### config.mk
export PLATFORM = sky130hd
export DESIGN_NAME = ptbm_top
export DESIGN_NICKNAME = d
export VERILOG_FILES = /design/src/rtl/ptbm_pkg.sv /design/src/rtl/ptbm_tgt_bank.sv /design/src/rtl/ptbm_metric_lane.sv /design/src/rtl/ptbm_top.sv
export SDC_FILE = /design/constraint.sdc
export NUM_CORES = 1
export LEC_CHECK = 0
export BUFFER_PORTS_ARGS = -buffer_cell sky130_fd_sc_hd__buf_2
export CAP_MARGIN = 25
export CORE_ASPECT_RATIO = 1.1
export CORE_UTILIZATION = 46
export CTS_CLUSTER_DIAMETER = 60
export CTS_CLUSTER_SIZE = 8
export DETAILED_ROUTE_END_ITERATION = 7
export HOLD_SLACK_MARGIN = 0.06
export RECOVER_POWER = 25
export SYNTH_ARGS = -nofsm -noshare
export SYNTH_HDL_FRONTEND = slang
export SYNTH_SLANG_ARGS = --single-unit
### constraint.sdc
create_clock -name clk -period 5.93 [get_ports clk]
set_input_delay 0.8895 -clock clk [delete_from_list [all_inputs] [get_ports clk]]
set_output_delay 0.8895 -clock clk [all_outputs]
set_load 0.02 [all_outputs]
### src/rtl/ptbm_pkg.sv
package ptbm_pkg;
    localparam int SMP_W_DEF   = 6;
    localparam int NBR_DEF     = 32;
    localparam int MET_W_DEF   = 7;
    localparam int CLIP_DEF    = 11;
    localparam int SAT_DEF     = 121;
endpackage

### src/rtl/ptbm_tgt_bank.sv
module ptbm_tgt_bank #(
    parameter int W     = ptbm_pkg::SMP_W_DEF,
    parameter int DEPTH = ptbm_pkg::NBR_DEF,
    localparam int AW   = $clog2(DEPTH)
) (
    input  logic                 clk,
    input  logic                 rst_n,
    input  logic                 we,
    input  logic [AW-1:0]        addr,
    input  logic [W-1:0]         data,
    output logic [DEPTH*W-1:0]   bank_flat
);
    typedef struct packed {
        logic [DEPTH-1:0][W-1:0] ent;
    } bank_t;

    bank_t bank_d, bank_q;

    always_comb begin
        bank_d = bank_q;
        for (int i = 0; i < DEPTH; i++) begin
            if (we && addr == AW'(i)) begin
                bank_d.ent[i] = data;
            end
        end
    end

    always_ff @(posedge clk) begin
        if (!rst_n) begin
            bank_q <= '0;
        end else begin
            bank_q <= bank_d;
        end
    end

    assign bank_flat = bank_q.ent;
endmodule

### src/rtl/ptbm_metric_lane.sv
module ptbm_metric_lane #(
    parameter int W      = ptbm_pkg::SMP_W_DEF,
    parameter int MET_W  = ptbm_pkg::MET_W_DEF,
    parameter int CLIP   = ptbm_pkg::CLIP_DEF,
    parameter int SAT    = ptbm_pkg::SAT_DEF
) (
    input  logic [W-1:0]     smp,
    input  logic [W-1:0]     tgt,
    output logic [MET_W-1:0] bm
);
    localparam int DIFF_W = W + 1;
    localparam int SQ_IN_W = $clog2(CLIP + 1);
    localparam logic [DIFF_W-1:0] CLIP_V = DIFF_W'(CLIP);
    localparam logic [MET_W-1:0]  SAT_V  = MET_W'(SAT);

    logic [DIFF_W-1:0]  diff;
    logic [DIFF_W-1:0]  mag;
    logic [SQ_IN_W-1:0] mag_lo;
    logic [MET_W-1:0]   sq;
    logic               over;

    always_comb begin
        diff   = {tgt[W-1], tgt} - {smp[W-1], smp};
        mag    = diff[DIFF_W-1] ? (~diff + DIFF_W'(1)) : diff;
        over   = (mag > CLIP_V);
        mag_lo = mag[SQ_IN_W-1:0];
        sq     = MET_W'(mag_lo) * MET_W'(mag_lo);
        bm     = over ? SAT_V : sq;
    end
endmodule

### src/rtl/ptbm_top.sv
module ptbm_top #(
    parameter int W      = ptbm_pkg::SMP_W_DEF,
    parameter int NBR    = ptbm_pkg::NBR_DEF,
    parameter int MET_W  = ptbm_pkg::MET_W_DEF,
    parameter int CLIP   = ptbm_pkg::CLIP_DEF,
    parameter int SAT    = ptbm_pkg::SAT_DEF,
    localparam int AW    = $clog2(NBR)
) (
    input  logic                 clk,
    input  logic                 rst_n,
    input  logic [W-1:0]         sample,
    input  logic                 tgt_we,
    input  logic [AW-1:0]        tgt_addr,
    input  logic [W-1:0]         tgt_data,
    output logic [NBR*MET_W-1:0] bm_flat
);
    typedef struct packed {
        logic [NBR-1:0][MET_W-1:0] bm;
    } out_t;

    out_t st_d, st_q;

    logic [NBR*W-1:0]          tgt_flat;
    logic [NBR-1:0][MET_W-1:0] lane_bm;

    ptbm_tgt_bank #(.W(W), .DEPTH(NBR)) u_bank (
        .clk       (clk),
        .rst_n     (rst_n),
        .we        (tgt_we),
        .addr      (tgt_addr),
        .data      (tgt_data),
        .bank_flat (tgt_flat)
    );

    for (genvar k = 0; k < NBR; k++) begin : g_lane
        ptbm_metric_lane #(.W(W), .MET_W(MET_W), .CLIP(CLIP), .SAT(SAT)) u_lane (
            .smp (sample),
            .tgt (tgt_flat[k*W +: W]),
            .bm  (lane_bm[k])
        );
    end

    always_comb begin
        st_d = st_q;
        for (int k = 0; k < NBR; k++) begin
            st_d.bm[k] = lane_bm[k];
        end
    end

    always_ff @(posedge clk) begin
        if (!rst_n) begin
            st_q <= '0;
        end else begin
            st_q <= st_d;
        end
    end

    assign bm_flat = st_q.bm;
endmodule

==> qor.log <==
INFO  run_status     status=finished, violations left
INFO  run_status     violations=max-capacitance violations, max-slew violations
INFO  sta            rsz0062_at_grt=false
INFO  floorplanning  die-height=275µm
INFO  setup_path     regToRegStartpoint=u_bank.bank_flat[120]
INFO  setup_path     critical_path.reg2reg.endpoint=bm_flat[146]
INFO  layout         layout-drive-gt1-share=7.25%
INFO  setup_path     worst_ep_required_time=6300ps
INFO  placed_design  placement.io_buffers=211
INFO  synthesis      post_synth_inst_count=3769
INFO  sta            max_clock_freq=214MHz
INFO  routing        drc=0
INFO  placed_design  globalplace.congestion=0.849
INFO  placed_design  dp_hpwl=57.6mm
INFO  clock_network  post_cts_repair_timing_setup_buffer_count=0
INFO  sta            tightest_slew=2700ps
INFO  placed_design  numPlacedInstances=4763
INFO  floorplanning  row_count=99
INFO  power_and_ir_drop max-vdd-ir-drop=0.186mV
INFO  layout         syn2layout_area_growth=11.6%
INFO  clock_network  clk_pin_slew_worst_paths=60ps
INFO  clock_network  numClockSinks=384
INFO  grt            grt_antenna_before_repair=3
INFO  placed_design  detailed_place.area=33000µm²
INFO  routing        ant_nets=0
INFO  setup_path     ff2ff_path_depth=19
INFO  synthesis      syn_area_per_cell=8.25µm²
INFO  synthesis      mappedNetlistArea=31100µm²
INFO  layout         fin_cells=4845
INFO  sta            setup_tns_final=0ps
INFO  routing        routed_wirelength=80.4mm
INFO  setup_path     endpoint_kind=register
INFO  layout         final_instance_area=34700µm²
INFO  layout         num-fill-cells=6352
INFO  clock_network  clock_tree.root_cell=sky130_fd_sc_hd__clkbuf_16
INFO  setup_path     worstPathArrival=5060ps
INFO  layout         n_antenna_cell=0
INFO  grt            pin_count_of_the_biggest_net_entering_global_routing=152
INFO  layout         nNetsFinal=4382
INFO  setup_path     crit_path_start=sample[0]
INFO  floorplanning  ioPinCount=244
INFO  synthesis      synth-seq-cells=384
INFO  floorplanning  dieWidth=250µm
INFO  clock_network  cts-resized-gates=0
INFO  layout         layout_commonest_cell=sky130_fd_sc_hd__nor2_1
INFO  sta            final-max-slew-violation-count=151
INFO  sta            slew_hr=-79.9%
INFO  sta            fin_worst_skew=20.1ps
INFO  synthesis      synth.top_cells.by_area=sky130_fd_sc_hd__dfxtp_1 (25%), sky130_fd_sc_hd__ha_1 (14%), sky130_fd_sc_hd__mux2i_1 (6.2%), sky130_fd_sc_hd__nor2_1 (5.4%), sky130_fd_sc_hd__a21oi_1 (4.3%)
INFO  routing        avgViaCountPerCell=5.59
INFO  floorplanning  coreArea=66500µm²
INFO  synthesis      synth_cell_types=97
INFO  grt            groute.usage.overall=23.0%
INFO  setup_path     worst-path-max-fanout=11
INFO  grt            first_global_vias=25.6k
INFO  clock_network  htree_num_levels=2
INFO  setup_path     crit_end=bm_flat[62]
INFO  synthesis      post-synth-top-area-fraction=24.7%
INFO  power_and_ir_drop design_power_total=0.00870W
INFO  clock_network  clk_path_buf_depth=3
INFO  routing        detailedRoute.firstPassIterationCount=5
INFO  sta            final-hold-violation-count=0
INFO  setup_path     rrSetupSlack=1630ps
INFO  synthesis      cell_taking_the_most_area_after_synthesis=sky130_fd_sc_hd__dfxtp_1
INFO  routing        drt_iter0_drc=1265
INFO  floorplanning  start_util=46.7%
INFO  clock_network  tritoncts_buffer_count=59
INFO  clock_network  tritoncts=built
INFO  synthesis      synth.yosys.seq_area_share=24.7%
INFO  clock_network  clkLatencyLatePin=620ps
INFO  flow_run       cap_viol_max_count=1
INFO  clock_network  cts_hold_buffers=0
INFO  synthesis      synth_warnings=0
INFO  layout         final_cell_mix=sky130_fd_sc_hd__nor2_1 (443), sky130_fd_sc_hd__dfxtp_1 (384), sky130_fd_sc_hd__ha_1 (356)
INFO  grt            grt_first_pass_wirelength=130mm
INFO  floorplanning  die_area=68600µm²
INFO  synthesis      postSynth.topFlopCell=sky130_fd_sc_hd__dfxtp_1
INFO  power_and_ir_drop power.density_cell_area=251nW/µm²
INFO  synthesis      synth-edff-count=0
INFO  routing        wl_per_cell=16.6µm
INFO  power_and_ir_drop power_leakage=15.3nW
INFO  setup_path     cp-start-kind=input pin
INFO  sta            final-setup-viol-count=0
INFO  worst_hold_path min_path_type=reg -> reg
INFO  sta            finalCriticalPeriod=4680ps
INFO  sta            final.period_utilization=79.0%
INFO  synthesis      async_set_or_reset_register_ratio_after_synthesis=0%
INFO  grt            grt.overflow.total=0
INFO  setup_path     path_class=in -> reg
INFO  routing        detailroute.via_count=27.1k
[report_power, final]
| group | internal, W | total [W] | switching [W] | leakage [nW] |
|---|---|---|---|---|
| Sequential | 0.00273 | 0.00278 | 0.0000475 | 3.16 |
| Combinational | 0.000991 | 0.00258 | 0.00159 | 11.3 |
| Clock | 0.00213 | 0.00334 | 0.00121 | 0.884 |
[synthesized netlist by cell type, drive strengths merged, types with 10 or more instances]
master and count:
inv 255, or3 48, a211o 11, nand3b 23, a2111oi 22, or4 17, and2 28, o21ai 134
ha 356, mux2i 191, fa 38, o2111ai 25, clkbuf 99, nor2 444, nand3 97, xor2 77
a41oi 15, a21o 43, o22ai 21, o31ai 30, xnor2 141, o21a 84, a211oi 36, and4 18
and3 37, nand4b 13, or2 36, o311ai 24, dfxtp 384, nor4 14, a31oi 64, a2bb2oi 10
o211ai 40, nand2 236, nor2b 88, a21oi 268, o31a 16, nand2b 52, nor3b 22, nor3 45
buf 36
[cell families (layout without fill, tap and decap cells)]
logic type	count (synthesis)	in the layout	synth area share, %
xor+xnor	222	222	6.63
buf+inv	390	577	5.11
other cells	1	32	0.0121
flops	384	384	24.7
simple gates	1241	1241	19.7
fa+ha+maj	394	394	16.8
mux	200	200	6.48
compound gates	937	937	20.5
[stage by stage]
step / util, % / hold WS [ps] / setup WS (ps)
floorplan: - / 436 / 418
global placement: 49.6 / 443 / 753
detailed placement: 49.6 / 448 / 691
CTS: 52.3 / 455 / 1360
global route: 52.1 / 471 / 850
finish: 52.1 / 456 / 1250
[worst min path at each step]
stage	startpoint	end	cells after the start
floorplan	u_bank.bank_flat[0]	u_bank.bank_flat[0]	2
global placement	u_bank.bank_flat[102]	u_bank.bank_flat[102]	2
detailed placement	u_bank.bank_flat[102]	u_bank.bank_flat[102]	2
CTS	u_bank.bank_flat[102]	u_bank.bank_flat[102]	2
global route	u_bank.bank_flat[102]	u_bank.bank_flat[102]	2
finish	u_bank.bank_flat[102]	u_bank.bank_flat[102]	2
[worst max-delay path, cell delays in order]
cell and delay [ps]:
sky130_fd_sc_hd__buf_2 280, sky130_fd_sc_hd__buf_4 340, sky130_fd_sc_hd__ha_1 210, sky130_fd_sc_hd__inv_1 50
sky130_fd_sc_hd__fa_1 390, sky130_fd_sc_hd__a21o_1 200, sky130_fd_sc_hd__a21oi_1 300, sky130_fd_sc_hd__o21ai_1 120
sky130_fd_sc_hd__nand2_1 130, sky130_fd_sc_hd__mux2i_1 370, sky130_fd_sc_hd__inv_1 110, sky130_fd_sc_hd__ha_1 300
sky130_fd_sc_hd__xor2_1 170, sky130_fd_sc_hd__ha_1 230, sky130_fd_sc_hd__ha_1 180, sky130_fd_sc_hd__a21o_1 170
sky130_fd_sc_hd__a21o_1 180, sky130_fd_sc_hd__a21oi_1 160, sky130_fd_sc_hd__xnor2_1 140, sky130_fd_sc_hd__a31oi_1 90
[sequential cells by signal, summed over array words and instances (netlist names)]
| register | cells |
|---|---|
| bm_flat | 192 |
| u_bank.bank_flat | 192 |
[routing by layer]
layer,global-route usage [%],wire (µm)
met5,0,31
met4,5.57,1620
met3,3.12,2810
met2,40.5,38100
met1,29.5,37900
[layout make-up]
class	count	area [µm²]	share of cell area, %
multi-input cells	3026	21900	63.3
flip-flops and latches	384	7690	22.2
clock buffers	72	1620	4.67
repair buffers	242	1200	3.47
well taps	858	1070	3.10
inverters	255	962	2.77
clock inverters	8	193	0.556
No activity file was read; power rests on OpenSTA's default activity.
